[src/rtl/irqc_pkg.sv]
package irqc_pkg;
    localparam int SRC_PER_GROUP   = 8;
    localparam int GROUPS_PER_BANK = 4;
    localparam int WORD_W          = SRC_PER_GROUP * GROUPS_PER_BANK;

    typedef enum logic [1:0] {
        REG_EN_SET = 2'd0,
        REG_EN_CLR = 2'd1,
        REG_RSVD   = 2'd2,
        REG_STATUS = 2'd3
    } reg_sel_e;
endpackage

[src/rtl/irqc_group.sv]
module irqc_group
    import irqc_pkg::*;
(
    input  logic                     clk,
    input  logic                     rst_n,
    input  logic                     set_we,
    input  logic                     clr_we,
    input  logic [SRC_PER_GROUP-1:0] wdata,
    input  logic [SRC_PER_GROUP-1:0] src,
    output logic [SRC_PER_GROUP-1:0] en_q,
    output logic [SRC_PER_GROUP-1:0] status,
    output logic                     irq
);
    logic [SRC_PER_GROUP-1:0] set_mask;
    logic [SRC_PER_GROUP-1:0] clr_mask;

    always_comb begin
        set_mask = set_we ? wdata : '0;
        clr_mask = clr_we ? wdata : '0;
    end

    always_ff @(posedge clk or negedge rst_n) begin
        if (!rst_n) en_q <= '0;
        else        en_q <= (en_q | set_mask) & ~clr_mask;
    end

    always_comb begin
        status = src & en_q;
        irq    = |status;
    end

    AST_SET_TAKES: assert property (@(posedge clk) disable iff (!rst_n)
        set_we |=> ((en_q & $past(wdata)) == $past(wdata)));
    AST_CLR_TAKES: assert property (@(posedge clk) disable iff (!rst_n)
        clr_we |=> ((en_q & $past(wdata)) == '0));
    AST_EN_HOLDS: assert property (@(posedge clk) disable iff (!rst_n)
        (!set_we && !clr_we) |=> $stable(en_q));
endmodule

[src/rtl/irqc_bank.sv]
module irqc_bank
    import irqc_pkg::*;
#(
    parameter int LANES_USED = GROUPS_PER_BANK
) (
    input  logic                                clk,
    input  logic                                rst_n,
    input  logic                                wr_set,
    input  logic                                wr_clr,
    input  logic [WORD_W-1:0]                   wdata,
    input  logic [LANES_USED*SRC_PER_GROUP-1:0] src,
    output logic [WORD_W-1:0]                   en_word,
    output logic [WORD_W-1:0]                   stat_word,
    output logic [LANES_USED-1:0]               irq
);
    for (genvar l = 0; l < GROUPS_PER_BANK; l++) begin : g_lane
        if (l < LANES_USED) begin : g_used
            irqc_group u_grp (
                .clk    (clk),
                .rst_n  (rst_n),
                .set_we (wr_set),
                .clr_we (wr_clr),
                .wdata  (wdata[l*SRC_PER_GROUP +: SRC_PER_GROUP]),
                .src    (src[l*SRC_PER_GROUP +: SRC_PER_GROUP]),
                .en_q   (en_word[l*SRC_PER_GROUP +: SRC_PER_GROUP]),
                .status (stat_word[l*SRC_PER_GROUP +: SRC_PER_GROUP]),
                .irq    (irq[l])
            );
        end else begin : g_empty
            assign en_word[l*SRC_PER_GROUP +: SRC_PER_GROUP]   = '0;
            assign stat_word[l*SRC_PER_GROUP +: SRC_PER_GROUP] = '0;
        end
    end
endmodule

[src/rtl/grouped_irq_combiner.sv]
module grouped_irq_combiner
    import irqc_pkg::*;
#(
    parameter int NUM_GROUPS = 6,
    parameter int ADDR_W     = 8
) (
    input  logic                            clk,
    input  logic                            rst_n,
    input  logic                            bus_wr,
    input  logic [ADDR_W-1:0]               bus_addr,
    input  logic [WORD_W-1:0]               bus_wdata,
    output logic [WORD_W-1:0]               bus_rdata,
    input  logic [NUM_GROUPS*SRC_PER_GROUP-1:0] irq_src,
    output logic [NUM_GROUPS-1:0]           irq_out
);
    localparam int NUM_BANKS = (NUM_GROUPS + GROUPS_PER_BANK - 1) / GROUPS_PER_BANK;
    localparam int BANK_W    = ADDR_W - 2;

    logic [BANK_W-1:0] bank_sel;
    reg_sel_e          reg_sel;
    logic [WORD_W-1:0] en_words   [NUM_BANKS];
    logic [WORD_W-1:0] stat_words [NUM_BANKS];

    assign bank_sel = bus_addr[ADDR_W-1:2];
    assign reg_sel  = reg_sel_e'(bus_addr[1:0]);

    for (genvar b = 0; b < NUM_BANKS; b++) begin : g_bank
        localparam int USED = (NUM_GROUPS - b*GROUPS_PER_BANK) < GROUPS_PER_BANK ?
                              (NUM_GROUPS - b*GROUPS_PER_BANK) : GROUPS_PER_BANK;
        logic hit;
        assign hit = bus_wr && (bank_sel == BANK_W'(b));

        irqc_bank #(.LANES_USED(USED)) u_bank (
            .clk       (clk),
            .rst_n     (rst_n),
            .wr_set    (hit && (reg_sel == REG_EN_SET)),
            .wr_clr    (hit && (reg_sel == REG_EN_CLR)),
            .wdata     (bus_wdata),
            .src       (irq_src[b*WORD_W +: USED*SRC_PER_GROUP]),
            .en_word   (en_words[b]),
            .stat_word (stat_words[b]),
            .irq       (irq_out[b*GROUPS_PER_BANK +: USED])
        );
    end

    always_comb begin
        bus_rdata = '0;
        for (int b = 0; b < NUM_BANKS; b++) begin
            if (bank_sel == BANK_W'(b)) begin
                unique case (reg_sel)
                    REG_EN_SET, REG_EN_CLR: bus_rdata = en_words[b];
                    REG_STATUS:             bus_rdata = stat_words[b];
                    REG_RSVD:               bus_rdata = '0;
                endcase
            end
        end
    end

    for (genvar g = 0; g < NUM_GROUPS; g++) begin : g_chk
        AST_OUT_NEEDS_SRC: assert property (@(posedge clk) disable iff (!rst_n)
            irq_out[g] |-> (|irq_src[g*SRC_PER_GROUP +: SRC_PER_GROUP]));
    end
    AST_RESET_QUIET: assert property (@(posedge clk)
        $rose(rst_n) |-> (irq_out == '0));
endmodule

[config.mk]
export PLATFORM = sky130hd
export DESIGN_NAME = grouped_irq_combiner
export DESIGN_NICKNAME = d
export VERILOG_FILES = /design/src/rtl/irqc_pkg.sv /design/src/rtl/irqc_group.sv /design/src/rtl/irqc_bank.sv /design/src/rtl/grouped_irq_combiner.sv
export SDC_FILE = /design/constraint.sdc
export NUM_CORES = 1
export LEC_CHECK = 0
export CORE_MARGIN = 8
export CORE_UTILIZATION = 45
export DETAILED_ROUTE_END_ITERATION = 10
export GPL_TIMING_DRIVEN = 0
export HOLD_SLACK_MARGIN = 0.12
export PLACE_DENSITY = 0.82
export SLEW_MARGIN = 25
export SYNTH_ARGS = -nofsm -noshare
export SYNTH_HDL_FRONTEND = slang
export SYNTH_SLANG_ARGS = --single-unit
[constraint.sdc]
create_clock -name clk -period 3.1 [get_ports clk]
set_clock_uncertainty 0.15 [all_clocks]
set_input_delay 0.775 -clock clk [delete_from_list [all_inputs] [get_ports clk]]
set_output_delay 0.775 -clock clk [all_outputs]
set_load 0.02 [all_outputs]
### Word level (Yosys, flattened, before mapping)

Index checks and enable logic that the tools add are counted.

* logic and storage cells: 65
* output and inout port bits: 38
* bits of input ports: 91
* bits in registers: 48

* muxes and demuxes: 16
* bitwise operators: 24
* eq/ne operators: 4
* reductions and logical operators: 15

Operators with widths (count)
* $pmux 32 s3: 2
* $and 8x8->8: 12
* $mux 8: 12
* $mux 32: 2
* $not 8->8: 6
* $or 8x8->8: 6
* $reduce_or 8->1: 6
* $eq 6x1->1 const B: 1
* $logic_and 1x1->1: 6
* $logic_not 6->1: 1
* $eq 2x2->1 const B: 2
* $eq 2x1->1 const B: 1
* $logic_not 2->1: 1
* $reduce_or 2->1: 1

### Longest topological paths before layout

Gate-level depths: netlist (run 1).

* depth in word-level cells: 6
* mapped depth: 6
* mapped depth without buffers: 3

### By module

Synthesis (run 1) repeated with hierarchy kept, for this count alone.

* cells, all modules: 447
* area, all modules: 3540.9 um^2

By module, submodules not included
* irqc_group: area an instance 361.6 um^2, times used 6, sequential area each 200.2 um^2, cells an instance 37
* grouped_irq_combiner: area an instance 1127.3 um^2, times used 1, sequential area each 0.0 um^2, cells an instance 192
* irqc_bank (g_bank[1].u_bank): area an instance 244.0 um^2, times used 1, sequential area each 0.0 um^2, cells an instance 33

### Worst setup path after synthesis (run 1)

Ideal clock, no wire load.

* path type: in2out
* start point: input bus_addr[5]
* end point: output bus_rdata[11]
* path buffers: 2
* data arrival time: 2.191 ns
* stages: 5
* required time: 2.175 ns
* setup slack: -0.016 ns
* cells stage by stage: or4_4 buf_6 nor2_1 buf_2 a22o_1

* word-level cells in the longest chain between the ends: 3
* elaborated cells on any way between the ends: 4
* classes of those cells: eq/ne: 1; mux: 2; reduce/logical: 1

Ends and longest elaborated chain
* start, declared: RTL line grouped_irq_combiner.sv:10 `input logic [ADDR_W-1:0] bus_addr,`
* $logic_not 6->1: RTL line grouped_irq_combiner.sv:49 `if (bank_sel == BANK_W'(b)) begin`
* $mux 32: RTL line grouped_irq_combiner.sv:49
* $mux 32 *: RTL line grouped_irq_combiner.sv:49
* end, declared: RTL line grouped_irq_combiner.sv:12 `output logic [WORD_W-1:0] bus_rdata,`

Mark *: on every way between the ends. The rest lies on a longest branch, timed or not.

### Worst setup path in the final report (run 1)

* start point: input bus_addr[6]
* end point: output bus_rdata[17]

Same word-level chain as after synthesis.

==> results of run 1 <==
worst max path at each step:
stage                     cells past startpoint             to
after global routing                          7  bus_rdata[17]
after global placement                        7  bus_rdata[24]
after floorplan                               5  bus_rdata[16]
final                                         7  bus_rdata[17]
after CTS                                     7  bus_rdata[18]
after detailed placement                      7  bus_rdata[18]
critical path: cells and delay by family:
kind | cells | cell delay, ns
buf+inv | 4 | 0.54
simple gates | 3 | 0.89
cell usage after synthesis:
cell      number
nand2_1       64
dfrtp_1       48
inv_1         32
mux2i_1       32
o31ai_1       32
clkbuf_1      29
a22oi_1       24
nand4_1       22
a21boi_0      16
a21oi_1       16
a22o_1        16
and3_1        16
nand3_1       16
nand3b_1      16
buf_4          6
buf_2          4
buf_6          3
nor2_1         2
buf_1          1
nand2b_1       1
nor2b_1        1
nor3_2         1
nor4_1         1
nor4b_2        1
or2_1          1
or4_4          1
per-layer routing:
| metal | part of all wire [%] | GRT usage, % |
|---|---|---|
| met4 | 3.6 | 9.59 |
| met3 | 10 | 6.95 |
| met5 | 0 | 0 |
| met1 | 37 | 30.6 |
| met2 | 49 | 41.8 |
area by class of cell:
cell class,instances,area share [%]
Inverter,32,2.39
Multi-Input combinational cell,279,37.8
Tap cell,99,2.47
Clock buffer,6,1.45
Sequential cell,48,23.9
Clock inverter,2,0.698
Timing Repair Buffer,133,26.6
Buffer,40,4.68
repair_timing:
item	in CTS	in global routing
pin swaps	7	4
gates cloned	2	0
resized for setup	236	21
setup buffers	5	0
endpoints found under the hold margin	0	0
endpoints found under the setup margin	38	32
cells by family after synthesis:
group                  count (synthesis)
and+or+nand+nor                      143
buffers and inverters                 75
DFF                                   48
muxes                                 32
AOI/OAI and AO/OA                    104
power groups by stage:
| stage | clock network (W) | logic [W] | registers (W) |
|---|---|---|---|
| 4_1_cts | 0.000464 | 0.000357 | 0.000676 |
| 3_5_place_dp | 0 | 0.000355 | 0.000688 |
| 6_report | 0.000465 | 0.000366 | 0.000678 |
| 3_3_place_gp | 0 | 0.000347 | 0.000687 |
| 5_1_grt | 0.000487 | 0.000393 | 0.000681 |
| 2_1_floorplan | 0 | 0.000154 | 0.000682 |
stage by stage:
step                instance area [um2]  power (W)
finish                             5020    0.00151
global route                       5020    0.00156
CTS                                4970    0.00150
detailed placement                 4750    0.00104
global placement                   4750    0.00103
floorplan                          3360   0.000836
cell usage in the layout (no fill, tap or decap), drive strengths merged:
master,n
nand2,64
nand3b,16
nor4b,1
clkdlybuf4s15,1
clkbuf,33
nand3,16
mux2i,32
nor4,1
o31ai,32
dfrtp,48
nand2b,1
dlygate4sd2,8
a22o,16
nor2b,1
nor3,1
a21oi,16
a21boi,16
or2,1
buf,57
bufinv,1
inv,32
nor2,2
a22oi,24
nand4,22
clkinv,1
clkdlybuf4s50,80
and3,16
or4,1
==> impl_metrics.csv, run 1 <==
group,metric,value,unit
run_status,status,"finished with violations",
run_status,violations,"setup timing",
synthesis,synth_fa_ha_area_share,0,%
worst_setup_path,reg2regPathDepth,2,
sta,drv_slew,0,
worst_setup_path,critPathMaxStageDelay,0.56,ns
synthesis,synth_compound_gate_area_share,22.6,%
synthesis,synth_top_area_share,35.7,%
routing,dr_total_vias,3861,
synthesis,synthCells,402,
cells_and_area,stdcell_count,639,
cells_and_area,fillers,584,
sta,rsz0062_at_grt,"true",
synthesis,ys_types,26,
worst_setup_path,reg2reg_slack,2.20,ns
clocking,cts_sinks,48,
sta,tightest_slew,0.936,ns
power_and_ir_drop,clkPwrFrac,30.8,%
clocking,insertion_delay,0.29,ns
power_and_ir_drop,switching_share,28.7,%
cells_and_area,seq_area,1200,um2
sta,fin_crit_sh,101,%
sta,hold_violations,0,
cells_and_area,regMostFlops,"g_bank.u_bank.g_lane.g_used.u_grp.en_q",
worst_setup_path,startpoint,"bus_addr[6]",
worst_setup_path,cp_slowest_cell,"or4_4",
sta,timing.hold.ws,0.316,ns
floorplanning,core_area,7250,um2
floorplanning,start_util,46.3,%
cells_and_area,utilization,69.2,%
synthesis,synth_nets,493,
cells_and_area,nets,630,
clocking,cts-root-buf,"clkbuf_8",
clocking,cts_tree,"built",
synthesis,netlist_area,3360,um2
clocking,cts_hold_buf,0,
clocking,cts_buffers,5,
routing,routedWlPerCell,20.9,um
power_and_ir_drop,sequentialPowerShare,44.9,%
worst_setup_path,endpoint_kind,"output port",
routing,routed_wl,13400,um
global_routing,grt_max_degree,49,
synthesis,synth_xor_area_share,0,%
synthesis,avgSynthCellArea,8.36,um2
placed_design,place_inst,627,
power_and_ir_drop,switching_power,0.000433,W
floorplanning,die_h,102,um
routing,drc,0,
worst_setup_path,crit_type,"input port to output port",
synthesis,synth_mux_area_share,9.53,%
worst_setup_path,path_cells,"buf_6 > or4_4 > nor3_4 > buf_6 > clkbuf_8 > and3_4 > buf_6",
worst_setup_path,critPathMostFrequentCell,"buf_6",
worst_setup_path,required,2.17,ns
floorplanning,placementRows,31,
synthesis,synth_warnings,0,
power_and_ir_drop,p_int,0.00108,W
worst_setup_path,arrival,2.20,ns
cells_and_area,drive_gt1_share,15.9,%
cells_and_area,n_antenna_cell,0,
synthesis,synthSimpleGateAreaFrac,22.2,%
sta,postLayoutSetupSlackWorst,-0.0298,ns
floorplanning,die_area,10500,um2
worst_setup_path,cp-start-kind,"input port",
global_routing,overflow,0,
cells_and_area,top_regs,"g_bank.u_bank.g_lane.g_used.u_grp.en_q x48",
clocking,cts.reportedPaths.clkPinSlew,0.10,ns
power_and_ir_drop,p_leak,2.41,nW
routing,antenna_left,0,
power_and_ir_drop,combPwrFrac,24.3,%
placed_design,dpl_worst_slack,-1.26,ns
synthesis,netlist_top_cells_area,"dfrtp_1 36%, mux2i_1 9.5%, nand2_1 7.1%, o31ai_1 7.1%, a22oi_1 5.4%",
global_routing,grtUsageTotal,25.3,%
synthesis,synth_top_family_by_area,"compound AO/OA/AOI/OAI gates",
placed_design,dpl.hpwl,10000,um
synthesis,seq_area_frac_synth,35.7,%
global_routing,grt_pass1_vias,3794,
routing,dr.pass1.iters,6,
cells_and_area,multi_input_area,1900,um2
cells_and_area,area_delta_synth_final,49.4,%
sta,setup_viol,19,
clocking,clockBufferDepth,2,
global_routing,antenna_found_initial,0,
power_and_ir_drop,powerDensity,300,nW/um2
sta,relSlewSlack,37.0,%
cells_and_area,largest_reg_flops,48,
routing,drtIter0Drc,446,
clocking,cts_max_level,2,
power_and_ir_drop,ir_worst_vdd,0.249,mV
sta,min_period,3.13,ns
floorplanning,die_w,102,um
worst_hold_path,hold_class,"input port to async pin",
sta,totalNegativeSetupSlack,-0.238,ns
synthesis,yosys.area.top_type,"dfrtp_1",
placed_design,gp_congestion,0.932,
worst_setup_path,crit_fanout,6,
worst_setup_path,rr_startpoint,"g_bank[0].u_bank.g_lane[0].g_used.u_grp.en_q[7]$_DFF_PN0_",
job,drv_cap,0,
placed_design,io_buffer_count,126,
routing,vias_per_cell,6.04,
worst_setup_path,worstReg2RegEnd,"g_bank[0].u_bank.g_lane[0].g_used.u_grp.en_q[7]$_DFF_PN0_",
floorplanning,io_pins,129,
synthesis,ys_ff_latch,48,
global_routing,grt_pass1_wl,20500,um
sta,max_freq,320,MHz
No activity file was read; power rests on OpenSTA's default activity.
==> run 2: changes to the inputs <==
--- a/config.mk
+++ b/config.mk
@@ -11,7 +11,6 @@
 export GPL_TIMING_DRIVEN = 0
 export HOLD_SLACK_MARGIN = 0.12
 export PLACE_DENSITY = 0.82
-export SLEW_MARGIN = 25
 export SYNTH_ARGS = -nofsm -noshare
 export SYNTH_HDL_FRONTEND = slang
 export SYNTH_SLANG_ARGS = --single-unit
==> run 2 against run 1 <==
The run still ends with setup timing left. Largest power group unchanged. Global-route usage decreased by 0.20 points. Count of clock-buffer cells in the layout stayed put. Critical path depth unchanged. Highest routed layer unchanged. Cell area up 0.42%. Register-to-register slack got worse by 0.02 ns. Sequential share of layout area down 0.10 points. Total power decreased by 4.2%. Setup slack better by 0.0084 ns. Hold slack improved by 0.0035 ns.
==> impl_metrics.csv, run 2 (synthesized netlist as in run 1, its figures left out) <==
group,metric,value,unit
routing,antenna_left,0,
cells_and_area,nets,633,
floorplanning,die_area,10500,um2
sta,tightest_slew,0.974,ns
cells_and_area,regMostFlops,"g_bank.u_bank.g_lane.g_used.u_grp.en_q",
placed_design,gp_congestion,0.932,
cells_and_area,layout_commonest_cell,"clkdlybuf4s50_1",
cells_and_area,largest_reg_flops,48,
clocking,cts_max_level,2,
job,drv_cap,0,
sta,relSlewSlack,34.5,%
routing,dr.pass1.iters,5,
floorplanning,core_area,7250,um2
sta,max_freq,320,MHz
sta,hold_violations,0,
sta,drv_slew,0,
clocking,cts.reportedPaths.clkPinSlew,0.09,ns
sta,rsz0062_at_grt,"true",
clocking,clockBufferDepth,2,
global_routing,overflow,0,
sta,min_period,3.12,ns
global_routing,antenna_found_initial,0,
cells_and_area,top_regs,"g_bank.u_bank.g_lane.g_used.u_grp.en_q x48",
clocking,cts_sinks,48,
global_routing,grt_pass1_wl,20300,um
sta,timing.hold.ws,0.320,ns
worst_hold_path,hold_class,"input port to async pin",
run_status,violations,"setup timing",
power_and_ir_drop,power.total,0.00144,W
cells_and_area,layout_common_cells,"80 x clkdlybuf4s50_1, 64 x nand2_1, 48 x dfrtp_1",
global_routing,grt_max_degree,26,
worst_setup_path,crit_type,"input port to output port",
worst_setup_path,reg2regPathDepth,2,
floorplanning,die_w,102,um
run_status,status,"finished with violations",
global_routing,grtUsageTotal,25.1,%
sta,setup_viol,12,
power_and_ir_drop,powerDensity,287,nW/um2
worst_setup_path,crit_fanout,6,
global_routing,grt_pass1_vias,3860,
routing,dr_total_vias,3827,
worst_setup_path,cp-start-kind,"input port",
clocking,cts_buffers,5,
placed_design,place_inst,628,
floorplanning,die_h,102,um
worst_setup_path,endpoint_kind,"output port",
cells_and_area,fillers,575,
cells_and_area,n_antenna_cell,0,
clocking,cts_tree,"built",
routing,routedWlPerCell,20.4,um
power_and_ir_drop,ir_worst_vdd,0.301,mV
placed_design,io_buffer_count,126,
cells_and_area,drive_gt1_share,17.1,%
routing,drtIter0Drc,312,
power_and_ir_drop,p_leak,2.42,nW
clocking,cts-root-buf,"clkbuf_8",
floorplanning,start_util,46.3,%
placed_design,dpl.hpwl,10200,um
worst_setup_path,required,2.17,ns
worst_setup_path,arrival,2.20,ns
routing,vias_per_cell,5.96,
cells_and_area,stdcell_count,642,
clocking,cts_hold_buf,0,
sta,postLayoutSetupSlackWorst,-0.0214,ns
sta,totalNegativeSetupSlack,-0.126,ns
routing,routed_wl,13100,um
floorplanning,placementRows,31,
clocking,insertion_delay,0.30,ns
routing,drc,0,
sta,fin_crit_sh,101,%
cells_and_area,area_delta_synth_final,50.0,%
floorplanning,io_pins,129,
[run 2: changes by cell type in the layout (fill, tap and decap cells not counted), sizes merged]
cell / change
clkbuf: +1
bufinv: -1
buf: +2
clkinv: +1
[run 2: what timing repair did]
action,CTS,global route
pin swaps,6,4
buffers inserted,6,0
setup endpoints to repair,38,32
cloned,2,1
resized for setup,234,29
[run 2: where the power goes]
group          internal [W]  leakage, nW  total, W  switching (W)
combinational      0.000183         1.86  0.000369       0.000186
sequential         0.000655        0.510  0.000678      0.0000224
clock              0.000179       0.0510  0.000398       0.000220
total               0.00102         2.42   0.00144       0.000428
[run 2: final cells by class]
type,instances,area [um2],area share (%)
Inverter,32,120,2.38
Multi-Input combinational cell,279,1910,38.0
Sequential cell,48,1200,23.8
Clock inverter,2,10.0,0.199
Buffer,40,235,4.67
Timing Repair Buffer,136,1360,26.9
Clock buffer,6,82.6,1.64
Tap cell,99,124,2.46
[run 2: critical path, cell delays in order]
cell and delay, ns:
buf_6 0.09, or4_4 0.55, buf_4 0.17, nor2_4 0.14
buf_6 0.15, a22o_1 0.17, buf_6 0.13
[run 2: metrics by stage]
step / utilization (%) / worst slack [ns] / cell area [um2]
floorplan: - / 0.0429 / 3360
global placement: 65.5 / -1.24 / 4750
detailed placement: 65.7 / -1.26 / 4760
CTS: 68.6 / -0.0434 / 4970
global route: 69.5 / -0.0480 / 5040
finish: 69.5 / -0.0214 / 5040
[run 2: worst paths after layout]
kind,start,end,slack [ns]
setup / recovery,bus_addr[6],bus_rdata[13],-0.02
hold / removal,rst_n,g_bank[0].u_bank.g_lane[3].g_used.u_grp.en_q[3]$_DFF_PN0_,0.32
setup reg to reg,g_bank[1].u_bank.g_lane[0].g_used.u_grp.en_q[7]$_DFF_PN0_,g_bank[1].u_bank.g_lane[0].g_used.u_grp.en_q[7]$_DFF_PN0_,2.18
hold reg to reg,g_bank[1].u_bank.g_lane[1].g_used.u_grp.en_q[3]$_DFF_PN0_,g_bank[1].u_bank.g_lane[1].g_used.u_grp.en_q[3]$_DFF_PN0_,0.38
max in group asynchronous,rst_n,g_bank[0].u_bank.g_lane[0].g_used.u_grp.en_q[6]$_DFF_PN0_,1.91
min in group clk,g_bank[1].u_bank.g_lane[1].g_used.u_grp.en_q[3]$_DFF_PN0_,g_bank[1].u_bank.g_lane[1].g_used.u_grp.en_q[3]$_DFF_PN0_,0.38
[run 2: metal layers]
| layer | vias up | GRT usage [%] | wire length [um] |
|---|---|---|---|
| li1 | 1738 | - | - |
| met3 | 39 | 6.40 | 1290 |
| met4 | 0 | 11.6 | 484 |
| met1 | 1817 | 30.7 | 5010 |
| met5 | - | 0 | 0 |
| met2 | 233 | 40.4 | 6300 |
==> run 3: changes to the inputs <==
--- a/config.mk
+++ b/config.mk
@@ -7,6 +7,7 @@
 export LEC_CHECK = 0
 export CORE_MARGIN = 8
 export CORE_UTILIZATION = 45
+export CTS_CLUSTER_SIZE = 16
 export DETAILED_ROUTE_END_ITERATION = 10
 export GPL_TIMING_DRIVEN = 0
 export HOLD_SLACK_MARGIN = 0.12
==> results of run 3 <==
The final DEF is identical to that of run 2; final timing and power are the same.
